===== config.mk =====
export PLATFORM = sky130hd
export DESIGN_NAME = frame_word_tx
export DESIGN_NICKNAME = d
export VERILOG_FILES = /design/src/rtl/ftx_pkg.sv /design/src/rtl/ftx_fifo.sv /design/src/rtl/ftx_ctrl.sv /design/src/rtl/ftx_ser.sv /design/src/rtl/ftx_group.sv /design/src/rtl/frame_word_tx.sv
export SDC_FILE = /design/constraint.sdc
export NUM_CORES = 1
export LEC_CHECK = 0
export BUFFER_PORTS_ARGS = -buffer_cell sky130_fd_sc_hd__buf_2
export CAP_MARGIN = 20
export CORE_MARGIN = 8
export CORE_UTILIZATION = 53
export CTS_CLUSTER_DIAMETER = 30
export CTS_CLUSTER_SIZE = 12
export DETAILED_ROUTE_END_ITERATION = 16
export PLACE_DENSITY = 0.72
export SKIP_LAST_GASP = 1
export SLEW_MARGIN = 5
export SYNTH_ARGS = -nofsm -noshare
export SYNTH_HDL_FRONTEND = slang
export SYNTH_SLANG_ARGS = --single-unit

===== constraint.sdc =====
create_clock -name clk -period 8.3 [get_ports clk]
set_input_delay 0.83 -clock clk [delete_from_list [all_inputs] [get_ports clk]]
set_output_delay 0.83 -clock clk [all_outputs]
set_load 0.05 [all_outputs]

===== src/rtl/ftx_pkg.sv =====
// Shared types for the framed serial word transmitter.
package ftx_pkg;
    // Sequencer state; the code 2'b11 is unused and decays to idle.
    typedef enum logic [1:0] {
        ST_IDLE   = 2'b00,
        ST_XMIT   = 2'b01,
        ST_DONE   = 2'b10,
        ST_UNUSED = 2'b11
    } ftx_state_e;
endpackage


===== src/rtl/ftx_fifo.sv =====
// Word queue with valid/ready write side and pop/empty read side.
// Assumes DEPTH is a power of two; read data is valid while not empty.
module ftx_fifo #(
    parameter int WORD_W = 16,
    parameter int DEPTH  = 4
) (
    input  logic              clk,
    input  logic              rst_n,
    input  logic              wr_valid,
    input  logic [WORD_W-1:0] wr_data,
    output logic              wr_ready,
    input  logic              rd_pop,
    output logic [WORD_W-1:0] rd_data,
    output logic              rd_empty
);
    localparam int AW = (DEPTH > 1) ? $clog2(DEPTH) : 1;
    localparam int CW = AW + 1;

    logic [WORD_W-1:0] mem [DEPTH];
    logic [AW-1:0]     wr_ptr_q, rd_ptr_q;
    logic [CW-1:0]     cnt_q;
    logic              push, pop;

    assign wr_ready = (cnt_q < CW'(DEPTH));
    assign rd_empty = (cnt_q == '0);
    assign rd_data  = mem[rd_ptr_q];
    assign push     = wr_valid && wr_ready;
    assign pop      = rd_pop && !rd_empty;

    // Storage write on an accepted word.
    always_ff @(posedge clk) begin
        if (push) mem[wr_ptr_q] <= wr_data;
    end

    // Pointer and occupancy update.
    always_ff @(posedge clk) begin
        if (!rst_n) begin
            wr_ptr_q <= '0;
            rd_ptr_q <= '0;
            cnt_q    <= '0;
        end else begin
            if (push) wr_ptr_q <= wr_ptr_q + 1'b1;
            if (pop)  rd_ptr_q <= rd_ptr_q + 1'b1;
            case ({push, pop})
                2'b10:   cnt_q <= cnt_q + 1'b1;
                2'b01:   cnt_q <= cnt_q - 1'b1;
                default: cnt_q <= cnt_q;
            endcase
        end
    end

    // occupancy never exceeds the depth.
    a_r9_no_overflow: assert property (@(posedge clk) disable iff (!rst_n)
        cnt_q <= CW'(DEPTH));
    // the reader never pops an empty queue.
    a_r9_no_empty_pop: assert property (@(posedge clk) disable iff (!rst_n)
        rd_pop |-> !rd_empty);
endmodule


===== src/rtl/ftx_ctrl.sv =====
// Frame sequencer and word counter.
// Assumes frame_words is held stable from start until the sequencer is idle again.
module ftx_ctrl
    import ftx_pkg::*;
#(
    parameter int CNT_W = 8
) (
    input  logic             clk,
    input  logic             rst_n,
    input  logic             start,
    input  logic [CNT_W-1:0] frame_words,
    input  logic             word_done,
    output logic             xmit_active,
    output logic             ctrl_idle,
    output logic             running,
    output logic             enter_frame,
    output logic             last_word,
    output logic             irq_frame
);
    ftx_state_e       state_q, state_d;
    logic [CNT_W-1:0] wcnt_q;
    logic [CNT_W:0]   wcnt_inc;
    logic             match;

    assign match       = (wcnt_q == frame_words);
    assign wcnt_inc    = {1'b0, wcnt_q} + {{CNT_W{1'b0}}, 1'b1};
    assign last_word   = (wcnt_inc == {1'b0, frame_words});
    assign xmit_active = (state_q == ST_XMIT);
    assign ctrl_idle   = !xmit_active;
    assign running     = xmit_active && !match;
    assign enter_frame = (state_q == ST_IDLE) && start && !match;

    // Next-state selection for the three-state sequencer.
    always_comb begin
        state_d = state_q;
        case (state_q)
            ST_IDLE: if (start && !match) state_d = ST_XMIT;
            ST_XMIT: if (match)           state_d = ST_DONE;
            ST_DONE: if (!start)          state_d = ST_IDLE;
            default:                      state_d = ST_IDLE;
        endcase
    end

    // State, word count and frame interrupt registers.
    always_ff @(posedge clk) begin
        if (!rst_n) begin
            state_q   <= ST_IDLE;
            wcnt_q    <= '0;
            irq_frame <= 1'b0;
        end else begin
            state_q   <= state_d;
            irq_frame <= xmit_active && match;
            if (!xmit_active)   wcnt_q <= '0;
            else if (word_done) wcnt_q <= wcnt_q + 1'b1;
        end
    end

    // no frame starts without a request.
    a_r2_need_start: assert property (@(posedge clk) disable iff (!rst_n)
        (state_q == ST_IDLE && !start) |=> !xmit_active);
    // a held request keeps the sequencer parked after a frame.
    a_r5_hold_done: assert property (@(posedge clk) disable iff (!rst_n)
        (state_q == ST_DONE && start) |=> state_q == ST_DONE);
    // the frame interrupt coincides with the first finished cycle.
    a_r8_frame_pulse: assert property (@(posedge clk) disable iff (!rst_n)
        irq_frame |-> state_q == ST_DONE);
endmodule


===== src/rtl/ftx_ser.sv =====
// Bit shifter with fall detection of the double-rate clock and bit counter.
// Assumes sclk2 is synchronous to clk and stays at each level for at least one clk.
module ftx_ser #(
    parameter int WORD_W = 16
) (
    input  logic              clk,
    input  logic              rst_n,
    input  logic              sclk2,
    input  logic              xmit_active,
    input  logic              running,
    input  logic              enter_frame,
    input  logic              last_word,
    input  logic              fifo_empty,
    input  logic [WORD_W-1:0] fifo_data,
    output logic              fifo_pop,
    output logic              word_done,
    output logic              ser_out,
    output logic              underrun
);
    localparam int BIT_W = (WORD_W > 1) ? $clog2(WORD_W) : 1;

    logic              sclk_prev_q, tick, need_load;
    logic [BIT_W-1:0]  bcnt_q;
    logic [WORD_W-1:0] sh_q;

    assign tick      = sclk_prev_q && !sclk2;
    assign word_done = running && tick && (bcnt_q == BIT_W'(WORD_W - 1));
    assign need_load = enter_frame || (word_done && !last_word);
    assign fifo_pop  = need_load && !fifo_empty;
    assign ser_out   = xmit_active && sh_q[WORD_W-1];

    // Previous level of the serial clock for fall detection.
    always_ff @(posedge clk) begin
        if (!rst_n) sclk_prev_q <= 1'b0;
        else        sclk_prev_q <= sclk2;
    end

    // Bit position within the current word.
    always_ff @(posedge clk) begin
        if (!rst_n || !running) bcnt_q <= '0;
        else if (tick)          bcnt_q <= bcnt_q + 1'b1;
    end

    // Shift register: load, clear after the final word, or shift one bit.
    always_ff @(posedge clk) begin
        if (!rst_n)                sh_q <= '0;
        else if (need_load)        sh_q <= fifo_empty ? '0 : fifo_data;
        else if (word_done)        sh_q <= '0;
        else if (running && tick)  sh_q <= sh_q << 1;
    end

    // Sticky underrun flag, cleared at each frame start.
    always_ff @(posedge clk) begin
        if (!rst_n)                        underrun <= 1'b0;
        else if (need_load && fifo_empty)  underrun <= 1'b1;
        else if (enter_frame)              underrun <= 1'b0;
    end

    // a detected fall inside a word moves to the next bit.
    a_r3_shift: assert property (@(posedge clk) disable iff (!rst_n)
        (running && tick && !word_done && !need_load) |=> sh_q == ($past(sh_q) << 1));
    // the flag persists until a frame starts.
    a_r10_sticky: assert property (@(posedge clk) disable iff (!rst_n)
        (underrun && !enter_frame) |=> underrun);
endmodule


===== src/rtl/ftx_group.sv =====
// Four-word group counter that pulses an interrupt on each completed group.
// Assumes word_done is only asserted while transmitting.
module ftx_group #(
    parameter int GROUP_SIZE = 4
) (
    input  logic clk,
    input  logic rst_n,
    input  logic ctrl_idle,
    input  logic word_done,
    output logic irq_group
);
    localparam int GW = (GROUP_SIZE > 1) ? $clog2(GROUP_SIZE) : 1;

    logic [GW-1:0] grp_q;
    logic          wrap;

    assign wrap = word_done && (grp_q == GW'(GROUP_SIZE - 1));

    // Group position, held at zero outside transmission, and interrupt.
    always_ff @(posedge clk) begin
        if (!rst_n || ctrl_idle) begin
            grp_q     <= '0;
            irq_group <= 1'b0;
        end else begin
            irq_group <= wrap;
            if (wrap)           grp_q <= '0;
            else if (word_done) grp_q <= grp_q + 1'b1;
        end
    end

    // the count is cleared whenever transmission is not in progress.
    a_r7_clear: assert property (@(posedge clk) disable iff (!rst_n)
        ctrl_idle |=> grp_q == '0);
    // the interrupt is a single-cycle pulse.
    a_r6_one_cycle: assert property (@(posedge clk) disable iff (!rst_n)
        irq_group |=> !irq_group);
endmodule


===== src/rtl/frame_word_tx.sv =====
// Framed serial word transmitter: queue, sequencer, shifter and group counter.
// Assumes sclk2 is synchronous to clk; frame_words is stable during a frame.
module frame_word_tx #(
    parameter int WORD_W     = 16,
    parameter int CNT_W      = 8,
    parameter int FIFO_DEPTH = 4,
    parameter int GROUP_SIZE = 4
) (
    input  logic              clk,
    input  logic              rst_n,
    input  logic              sclk2,
    input  logic              start,
    input  logic [CNT_W-1:0]  frame_words,
    input  logic              in_valid,
    input  logic [WORD_W-1:0] in_data,
    output logic              in_ready,
    output logic              ser_out,
    output logic              irq_group,
    output logic              irq_frame,
    output logic              underrun
);
    logic              xmit_active, ctrl_idle, running, enter_frame, last_word;
    logic              word_done, fifo_pop, fifo_empty;
    logic [WORD_W-1:0] fifo_data;

    ftx_fifo #(.WORD_W(WORD_W), .DEPTH(FIFO_DEPTH)) u_fifo (
        .clk(clk), .rst_n(rst_n),
        .wr_valid(in_valid), .wr_data(in_data), .wr_ready(in_ready),
        .rd_pop(fifo_pop), .rd_data(fifo_data), .rd_empty(fifo_empty)
    );

    ftx_ctrl #(.CNT_W(CNT_W)) u_ctrl (
        .clk(clk), .rst_n(rst_n), .start(start), .frame_words(frame_words),
        .word_done(word_done), .xmit_active(xmit_active), .ctrl_idle(ctrl_idle),
        .running(running), .enter_frame(enter_frame), .last_word(last_word),
        .irq_frame(irq_frame)
    );

    ftx_ser #(.WORD_W(WORD_W)) u_ser (
        .clk(clk), .rst_n(rst_n), .sclk2(sclk2), .xmit_active(xmit_active),
        .running(running), .enter_frame(enter_frame), .last_word(last_word),
        .fifo_empty(fifo_empty), .fifo_data(fifo_data), .fifo_pop(fifo_pop),
        .word_done(word_done), .ser_out(ser_out), .underrun(underrun)
    );

    ftx_group #(.GROUP_SIZE(GROUP_SIZE)) u_group (
        .clk(clk), .rst_n(rst_n), .ctrl_idle(ctrl_idle),
        .word_done(word_done), .irq_group(irq_group)
    );

    // the line is quiet whenever the sequencer is not transmitting.
    a_r4_quiet: assert property (@(posedge clk) disable iff (!rst_n)
        ctrl_idle |-> !ser_out);
endmodule


==> results of run 1 <==
-- worst max-delay path: cells and delay by family --
kind	cells	cell delay, ns
buffers and inverters	2	0.16
adder cells (fa/ha/maj)	2	0.57
XOR/XNOR	1	0.15
AO/OA/AOI/OAI	4	0.85
AND/OR/NAND/NOR	3	1.00
-- logic make-up after synthesis --
kind of cell | count (synthesis)
flip-flops | 109
AND/OR/NAND/NOR | 85
AO/OA/AOI/OAI | 58
buffers and inverters | 45
multiplexers | 24
XOR/XNOR | 21
adder cells (fa/ha/maj) | 9
-- layout make-up --
| type | count | area share [%] |
|---|---|---|
| Clock inverter | 7 | 1.56 |
| Clock buffer | 9 | 2.46 |
| Multi-Input combinational cell | 197 | 31.9 |
| Sequential cell | 109 | 56.0 |
| Inverter | 26 | 1.94 |
| Tap cell | 108 | 2.68 |
| Timing Repair Buffer | 34 | 3.43 |
-- cells in the mapped netlist (2+ instances only) --
| cell type | number |
|---|---|
| nand4_1 | 3 |
| nor3_1 | 7 |
| or3_1 | 3 |
| xnor2_1 | 14 |
| mux4_2 | 16 |
| a21oi_1 | 11 |
| a22oi_1 | 12 |
| nor2b_1 | 6 |
| nor2_1 | 25 |
| nand4_2 | 2 |
| clkbuf_1 | 8 |
| nand2b_1 | 5 |
| nand3_2 | 2 |
| and2_1 | 7 |
| edfxtp_1 | 64 |
| nand2_1 | 10 |
| buf_4 | 2 |
| dfxtp_1 | 45 |
| buf_2 | 8 |
| o21ai_0 | 7 |
| or2_2 | 2 |
| or4_1 | 2 |
| ha_1 | 8 |
| nand3_1 | 5 |
| inv_1 | 25 |
| mux2i_1 | 8 |
| xor2_1 | 7 |
| o22ai_1 | 16 |
-- through the flow --
| step | std cells | hold WS, ns | cell area [um^2] | power, mW |
|---|---|---|---|---|
| finish | 490 | 0.481 | 5040 | 1.22 |
| global placement | 474 | 0.455 | 4840 | 0.899 |
| detailed placement | 474 | 0.466 | 4840 | 0.907 |
| floorplan | 351 | 0.439 | 4630 | 0.848 |
| global route | 490 | 0.499 | 5040 | 1.28 |
| CTS | 490 | 0.480 | 5040 | 1.23 |
-- registers in the layout, summed over array words and instances (netlist names), 2 cells and up, named ones only --
| register | cells |
|---|---|
| u_fifo.wr_ptr_q | 2 |
| u_fifo.cnt_q | 3 |
| u_fifo.mem | 64 |
| u_ser.bcnt_q | 4 |
| u_fifo.rd_ptr_q | 2 |
| u_group.grp_q | 2 |
| u_ctrl.state_q | 2 |
| u_ctrl.wcnt_q | 8 |
| u_ser.sh_q | 16 |
-- power groups by stage --
stage	clock (mW)	combinational, mW	sequential [mW]
3_3_place_gp	0	0.228	0.671
4_1_cts	0.332	0.235	0.662
2_1_floorplan	0	0.181	0.667
6_report	0.324	0.230	0.662
5_1_grt	0.353	0.257	0.668
3_5_place_dp	0	0.233	0.674
-- cell usage in the layout (no fill, tap or decap), types with 2 or more instances in the layout --
cell type,synthesis,routed
a21oi_1,11,11
a22oi_1,12,12
and2_1,7,7
buf_2,8,33
clkbuf_8,0,9
clkinv_4,0,2
dfxtp_1,45,45
edfxtp_1,64,64
ha_1,8,8
inv_1,25,25
inv_6,0,3
mux2i_1,8,8
mux4_2,16,16
nand2_1,10,10
nand2b_1,5,5
nand3_1,5,5
nand3_2,2,2
nand4_1,3,3
nand4_2,2,2
nor2_1,25,25
nor2b_1,6,6
nor3_1,7,7
o21ai_0,7,7
o22ai_1,16,16
or2_2,2,2
or3_1,3,3
or4_1,2,2
xnor2_1,14,14
xor2_1,7,7
-- layer usage --
metal / GRT usage (%) / wire [um] / part of all wire (%)
met1: 17.3 / 3690 / 47
met2: 23.0 / 3770 / 48
met3: 3.81 / 383 / 4.8
met4: 5.59 / 78 / 0.98
met5: 0 / 0 / 0
-- how the worst max path moves through the flow --
stage,start,end
finish,sclk2,u_fifo.cnt_q[2]
detailed placement,sclk2,u_fifo.cnt_q[2]
global placement,sclk2,u_fifo.cnt_q[2]
floorplan,sclk2,u_fifo.cnt_q[2]
CTS,sclk2,u_fifo.cnt_q[2]
global route,sclk2,u_fifo.cnt_q[2]
==> flow_summary.toml, run 1 <==
[outcome]
status = "complete, no violations"

[placement]
post-place-ws_ns = 4.59
port_buffers = 33
dp_hpwl_mm = 5.38
place.gp.congestion = 0.776

[synth]
synth_nets = 389
synthSimpleGateAreaFrac_pct = 9.90
synthArstFlopShare_pct = 0
avgSynthCellArea_um2 = 13.2
synthFlopType = "edfxtp_1"
yosysWarnings = 0
syn_inst = 351
netlist_area_mm2 = 0.00463
seq_area_frac_synth_pct = 61.0
synth_area_leaders = "edfxtp_1 (42%), dfxtp_1 (19%), mux4_2 (7.8%)"
synth.largest_area_cell = "edfxtp_1"
muxShareOfSynthArea_pct = 9.52
synth_top_family_by_area = "simple AND/OR/NAND/NOR gates"
synth_compound_area_share_pct = 8.82
ys_types = 49
synth_top_area_share_pct = 41.5
ys_ff_latch = 109
synth_fa_ha_area_share_pct = 2.60
synthXorXnorAreaFrac_pct = 3.98
synth_edf_count = 64

[power]
switchingPower_mw = 0.335
vdd_drop_max_v = 0.000126
clockPowerShare_pct = 26.6
power_per_cell_area_mw_per_mm2 = 241
swShare_pct = 27.6
seq_power_share_pct = 54.5
combinationalPowerShare_pct = 18.9
leakage_nw = 1.78
internal-power_mw = 0.880

[clock_network]
cts.sinks = 109
clkSlewWorstSetupHoldPaths_ns = 0.10
cts-root-buf = "clkbuf_8"
clockBufferDepth = 2
cts_buffers = 9
cts_setup_buffers = 0
clk_latency_ns = 0.36
hold_buffers = 0
tritoncts = "yes"
cts_resized = 0
h-tree-depth = 3

[floorplanning]
chipWidth_um = 109
initial_core_util_pct = 53.8
ios = 34
core_area_mm2 = 0.00859
die_area_mm2 = 0.0120
die_h_um = 109
rows = 34

[worst_setup_path]
timing.rr.end = "u_fifo.cnt_q[2]"
worst_setup_path_end_kind = "flip-flop"
r2r_cells = 12
critPathKind = "input port to flip-flop"
startpoint_type = "input port"
crit_required_ns = 8.59
cp_common_cell = "a21oi_1"
critical_path.cell_chain = "buf_2, nor2b_1, and4_1, o211ai_4, a41o_1, a21oi_1, ha_1, inv_1, fa_1, xor2_1, or3_1, a21oi_1"
r2r_setup_slack_ns = 5.15
crit_fanout = 19
reg2reg_from = "u_ctrl.wcnt_q[0]"
max_stage_delay_ns = 0.39
cp.arrival_ns = 3.59
slowest_stage = "nor2b_1"

[global_route]
grt_max_degree = 20
grt_first_pass_wirelength_mm = 12.9
track_usage_pct = 14.0
grt_antenna_before_repair = 0
grt_overflow = 0
first_global_vias = 2724

[run]
max-cap-violations = 0

[finish]
area.growth.synth_to_final_pct = 8.95
final_layout_size_suffix_gt1_share_pct = 20.2
nets = 415
fill_cells = 701
utilization_pct = 58.7
n_antenna_cell = 0
seq_area_mm2 = 0.00282
multiInputGateArea_mm2 = 0.00161

[worst_hold_path]
hold_end = "u_fifo.rd_ptr_q[1]"
hold_depth = 2
hold_path.class = "flip-flop to flip-flop"
holdCritStartpoint = "u_fifo.rd_ptr_q[1]"

[timing]
setup_ws_ns = 5.00
hold_viol_final = 0
post-route-period-util_pct = 39.8
final_max_slew_viol_count = 0
rsz0062_at_grt = "false"
final.min_clock_period_ns = 3.30
worst-slew-pin-transition_ns = 0.887
clock.fmax_ghz = 0.303
maxSlewHeadroom_pct = 40.9
setup_violations = 0
fin_skew_ns = 0.00867
setup_tns_ns = 0

[routing]
wire_per_inst_um = 16.2
drc = 0
drt_wl_total_mm = 7.92
viasPerCell = 5.62
firstDrtPassIters = 4
drtIter0Drc = 135
ant_nets = 0
vias = 2752
(Power assumes the default switching activity.)
==> run 2, diff against run 1 <==
--- a/config.mk
+++ b/config.mk
@@ -5,6 +5,7 @@
 export SDC_FILE = /design/constraint.sdc
 export NUM_CORES = 1
 export LEC_CHECK = 0
+export ABC_AREA = 1
 export BUFFER_PORTS_ARGS = -buffer_cell sky130_fd_sc_hd__buf_2
 export CAP_MARGIN = 20
 export CORE_MARGIN = 8
@@ -12,7 +13,7 @@
 export CTS_CLUSTER_DIAMETER = 30
 export CTS_CLUSTER_SIZE = 12
 export DETAILED_ROUTE_END_ITERATION = 16
-export PLACE_DENSITY = 0.72
+export PLACE_DENSITY = 0.71
 export SKIP_LAST_GASP = 1
 export SLEW_MARGIN = 5
 export SYNTH_ARGS = -nofsm -noshare
==> constraint.sdc (replaced) <==
create_clock -name clk -period 3.1 [get_ports clk]
set_input_delay 0.31 -clock clk [delete_from_list [all_inputs] [get_ports clk]]
set_output_delay 0.31 -clock clk [all_outputs]
set_load 0.05 [all_outputs]
==> run 2 against run 1 <==
Net effect: register-to-register slack worse by 4.9 ns; setup slack got worse by 4.7 ns; clock power increased to 2.7 times the previous value; critical path depth rose by 4.
==> flow_summary.toml, run 2 <==
[synth]
netlist_area_mm2 = 0.00492
synthFlopType = "edfxtp_1"
ys_ff_latch = 109
avgSynthCellArea_um2 = 9.62
synth_area_leaders = "edfxtp_1 (39%), dfxtp_1 (18%), nand2_1 (7.7%)"
synthArstFlopShare_pct = 0
synth_edf_count = 64
yosysWarnings = 0
seq_area_frac_synth_pct = 57.3
synth_top_area_share_pct = 39.0
synth.largest_area_cell = "edfxtp_1"
syn_inst = 512
synthTopCellsByCount = "nand2_1 (101), edfxtp_1 (64), inv_1 (61), a21oi_1 (45), dfxtp_1 (45)"
ys_types = 39
yosysMostFrequentCell = "nand2_1"
synth_nets = 550

[clock_network]
cts_buffers = 9
tritoncts = "yes"
clk_latency_ns = 0.37
clockBufferDepth = 2
hold_buffers = 0
clkSlewWorstSetupHoldPaths_ns = 0.12
cts_resized = 0
cts.sinks = 109
cts_setup_buffers = 0
cts-root-buf = "clkbuf_8"
h-tree-depth = 3

[floorplanning]
chipWidth_um = 112
rows = 35
core_area_mm2 = 0.00911
ios = 34
initial_core_util_pct = 54.1
die_area_mm2 = 0.0126
die_h_um = 112

[global_route]
grt_antenna_before_repair = 0
grt_overflow = 0
grt_max_degree = 33
track_usage_pct = 15.4
first_global_vias = 3397
grt_first_pass_wirelength_mm = 15.8

[placement]
dp_cells = 648
place.gp.congestion = 0.839
port_buffers = 33
placed_cell_area_mm2 = 0.00521
post-place-ws_ns = 0.304
dp_hpwl_mm = 6.41

[worst_setup_path]
reg2reg_from = "u_ctrl.wcnt_q[0]"
crit_required_ns = 3.36
cp.arrival_ns = 3.10
startpoint_type = "flip-flop"
max_stage_delay_ns = 0.42
cp_common_cell = "inv_1"
cp-endpoint = "u_fifo.cnt_q[2]"
timing.rr.end = "u_fifo.cnt_q[2]"
slowest_stage = "dfxtp_1"
cp.depth = 16
path_delay_family = "adder cells"
crit_fanout = 19
r2r_setup_slack_ns = 0.27
critPathKind = "flip-flop to flip-flop"
critical_path.cell_chain = "ha_1, nand2_1, inv_1, nand2_2, a21boi_0, nor2_2, nand3_4, nand3_2, inv_1, ha_1, inv_1, fa_1, a21oi_1, o21ai_0, o21ai_0, a21oi_1"
worst_setup_path_end_kind = "flip-flop"
critPathLaunch = "u_ctrl.wcnt_q[0]"
critPathBufInv = 3
r2r_cells = 16

[outcome]
status = "complete, no violations"

[finish]
final_common_cell = "nand2_1"
nets = 586
n_antenna_cell = 0
final_cell_mix = "nand2_1 (101), edfxtp_1 (64), inv_1 (61)"
final_layout_size_suffix_gt1_share_pct = 17.9
area.growth.synth_to_final_pct = 10.1
utilization_pct = 59.5
largest_reg_flops = 64
top_regs = "u_fifo.mem x64, u_ser.sh_q x16, u_ctrl.wcnt_q x8"
final_cells = 664
largest_register = "u_fifo.mem"
final_area_mm2 = 0.00542

[run]
max-cap-violations = 0

[routing]
wire_per_inst_um = 14.2
vias = 3537
drt_wl_total_mm = 9.45
viasPerCell = 5.33
drtIter0Drc = 177
drc = 0
firstDrtPassIters = 4
ant_nets = 0

[timing]
setup_tns_ns = 0
final_max_slew_viol_count = 0
finalHoldWorstSlack_ns = 0.138
rsz0062_at_grt = "false"
clock.fmax_ghz = 0.353
hold_viol_final = 0
final.min_clock_period_ns = 2.83
setup_violations = 0
setup_ws_ns = 0.266
worst-slew-pin-transition_ns = 0.641
maxSlewHeadroom_pct = 57.3
fin_skew_ns = 0.0166
post-route-period-util_pct = 91.4

[power]
power_per_cell_area_mw_per_mm2 = 605
leakage_nw = 2.23
vdd_drop_max_v = 0.000350
power.total_mw = 3.28

[worst_hold_path]
hold_path.class = "input port to flip-flop"
-- run 2: cell count changes after synthesis, sizes merged, moves of 10 or more --
cell	previous run	this run
nor2	26	43
mux4	16	0
a22oi	12	0
nand3	7	32
a21oi	11	51
inv	25	63
xnor2	14	4
nand2	10	115
o21ai	8	27
-- run 2: kinds of logic (layout without fill, tap and decap cells) --
family	after synthesis	after routing	synth area share (%)
buf+inv	82	123	6.81
fa+ha+maj	9	9	2.44
compound gates	98	98	11.7
xor+xnor	9	9	1.60
flops	109	109	57.3
simple gates	205	205	20.1
-- run 2: worst min path at each step --
stage	depth (start not counted)	slack, ns	end	from
2_1_floorplan	2	0.40	u_ser.sclk_prev_q	sclk2
4_1_cts	1	0.12	u_fifo.mem[1][14]	in_data[14]
5_1_grt	1	0.13	u_fifo.mem[0][9]	in_data[9]
3_3_place_gp	2	0.46	u_group.grp_q[1]	u_group.grp_q[1]
3_5_place_dp	2	0.47	u_group.grp_q[1]	u_group.grp_q[1]
6_report	1	0.14	u_fifo.mem[0][11]	in_data[11]
-- run 2: layout make-up --
| type | instances | area [um^2] |
|---|---|---|
| Multi-Input combinational cell | 321 | 1770 |
| Timing Repair Buffer | 43 | 240 |
| Clock buffer | 9 | 124 |
| Inverter | 64 | 240 |
| Fill cell | 809 | 3690 |
| Clock inverter | 7 | 87.6 |
| Tap cell | 111 | 139 |
| Sequential cell | 109 | 2820 |
-- run 2: metal layers --
| metal | vias to the layer above | track usage (%) | routed length (um) |
|---|---|---|---|
| li1 | 1787 | - | - |
| met1 | 1661 | 19.3 | 4370 |
| met2 | 81 | 25.8 | 4460 |
| met3 | 8 | 4.03 | 527 |
| met4 | 0 | 3.96 | 88 |
| met5 | - | 0 | 0 |
-- run 2: power breakdown --
part           total, mW  switching (mW)  internal [mW]
Clock              0.863           0.538          0.325
Combinational      0.692           0.472          0.220
Sequential          1.73          0.0547           1.67
==> run 3, diff against run 2 <==
==> constraint.sdc (replaced) <==
create_clock -name clk -period 3.1 [get_ports clk]
set_input_delay 0.155 -clock clk [delete_from_list [all_inputs] [get_ports clk]]
set_output_delay 0.155 -clock clk [all_outputs]
set_load 0.05 [all_outputs]
==> run 3 against run 2 <==
Net effect: die area unchanged; global-route usage increased by 0.49 points; cell count rose by 2.6%; clock power increased by 4.1%; combinational power is 3% higher.
==> flow_summary.toml, run 3 (synthesis results as in run 2) <==
[finish]
fill_cells = 753
final_layout_size_suffix_gt1_share_pct = 17.4
final_cells = 681
final_common_cell = "nand2_1"
utilization_pct = 61.5
area.growth.synth_to_final_pct = 13.7
largest_register = "u_fifo.mem"
top_regs = "u_fifo.mem x64, u_ser.sh_q x16, u_ctrl.wcnt_q x8"
final_cell_mix = "nand2_1 (101), edfxtp_1 (64), inv_1 (61)"
final_area_mm2 = 0.00560
nets = 602
largest_reg_flops = 64

[timing]
final.min_clock_period_ns = 2.79
final_max_slew_viol_count = 0
hold_viol_final = 0
post-route-period-util_pct = 90.0
setup_tns_ns = 0
clock.fmax_ghz = 0.358
setup_violations = 0
maxSlewHeadroom_pct = 58.6
worst-slew-pin-transition_ns = 0.621
fin_skew_ns = 0.0128
rsz0062_at_grt = "false"

[power]
power.total_mw = 3.34
combinationalPowerShare_pct = 21.3
seq_power_share_pct = 51.7
clockPowerShare_pct = 26.9
swShare_pct = 32.8
internal-power_mw = 2.24
power_per_cell_area_mw_per_mm2 = 596
switchingPower_mw = 1.09
vdd_drop_max_v = 0.000355
leakage_nw = 2.31

[worst_setup_path]
worst_setup_path_end_kind = "flip-flop"
crit_required_ns = 3.38
critPathKind = "input port to flip-flop"
r2r_setup_slack_ns = 0.34
startpoint_type = "input port"
cp.arrival_ns = 3.07
crit_fanout = 19

[routing]
vias = 3609
firstDrtPassIters = 5
drt_wl_total_mm = 9.82
wire_per_inst_um = 14.4
drc = 0
ant_nets = 0
viasPerCell = 5.30
drtIter0Drc = 251

[clock_network]
cts_setup_buffers = 0
h-tree-depth = 3
cts_buffers = 9
cts.sinks = 109
clk_latency_ns = 0.38
tritoncts = "yes"
clockBufferDepth = 2
cts-root-buf = "clkbuf_8"
clkSlewWorstSetupHoldPaths_ns = 0.12

[global_route]
grt_first_pass_wirelength_mm = 16.1
first_global_vias = 3301
grt_max_degree = 33
grt_overflow = 0
track_usage_pct = 15.9
grt_antenna_before_repair = 1

[floorplanning]
initial_core_util_pct = 54.1
die_h_um = 112
ios = 34
core_area_mm2 = 0.00911
chipWidth_um = 112
rows = 35
die_area_mm2 = 0.0126

[worst_hold_path]
hold_path.class = "input port to flip-flop"

[outcome]
status = "complete, no violations"

[placement]
port_buffers = 33
dp_hpwl_mm = 6.48
placed_cell_area_mm2 = 0.00520
place.gp.congestion = 0.857
dp_cells = 647

[run]
max-cap-violations = 0
run 3: metal layers:
| layer | vias to the layer above | part of all wire (%) | track usage, % |
|---|---|---|---|
| met5 | - | 0 | 0 |
| met4 | 0 | 1.1 | 5.31 |
| met3 | 9 | 4.8 | 4.08 |
| met2 | 78 | 48 | 26.0 |
| met1 | 1694 | 46 | 20.1 |
| li1 | 1828 | - | - |
run 3: what timing repair did:
action | CTS | global route
endpoints found under the hold margin | 63 | 0
endpoints found under the setup margin | 0 | 1
hold buffers | 17 | 0
resized for setup | 0 | 2
run 3: cell type report:
| class | count | area [um^2] | area share (%) |
|---|---|---|---|
| Tap cell | 111 | 139 | 2.48 |
| Multi-Input combinational cell | 321 | 1770 | 31.6 |
| Inverter | 64 | 240 | 4.29 |
| Antenna cell | 1 | 2.50 | 0.0447 |
| Clock buffer | 9 | 124 | 2.21 |
| Sequential cell | 109 | 2820 | 50.4 |
| Clock inverter | 7 | 96.3 | 1.72 |
| Timing Repair Buffer | 59 | 403 | 7.20 |
run 3: final timing paths:
path                    start           endpoint  depth (start not counted)
min                     start  u_ctrl.state_q[1]                          3
max reg2reg  u_ctrl.wcnt_q[0]    u_fifo.cnt_q[2]                         15
max                     sclk2    u_fifo.cnt_q[2]                         16
min reg2reg  u_group.grp_q[1]   u_group.grp_q[1]                          2
run 3: power groups by stage:
stage	clock, mW	combinational, mW	sequential (mW)
2_1_floorplan	0	0.477	1.76
3_3_place_gp	0	0.675	1.75
3_5_place_dp	0	0.696	1.76
4_1_cts	0.908	0.715	1.72
5_1_grt	0.969	0.801	1.74
6_report	0.898	0.712	1.73
run 3: critical path: stages:
cell	delay (ns)
dlygate4sd3_1	0.53
buf_2	0.13
nor2_2	0.20
inv_1	0.09
nor2_2	0.22
nand3_4	0.24
nand2_4	0.26
nand3_2	0.13
inv_1	0.08
ha_1	0.13
inv_1	0.07
fa_1	0.38
a21oi_1	0.14
o21ai_0	0.11
o21ai_0	0.15
a21oi_1	0.05
run 3: stage by stage:
stage	setup WS, ns	hold WS, ns
3_3_place_gp	0.391	0.361
4_1_cts	0.307	0.0578
3_5_place_dp	0.304	0.368
2_1_floorplan	0.630	0.248
6_report	0.310	0.0632
5_1_grt	0.0240	0.0929
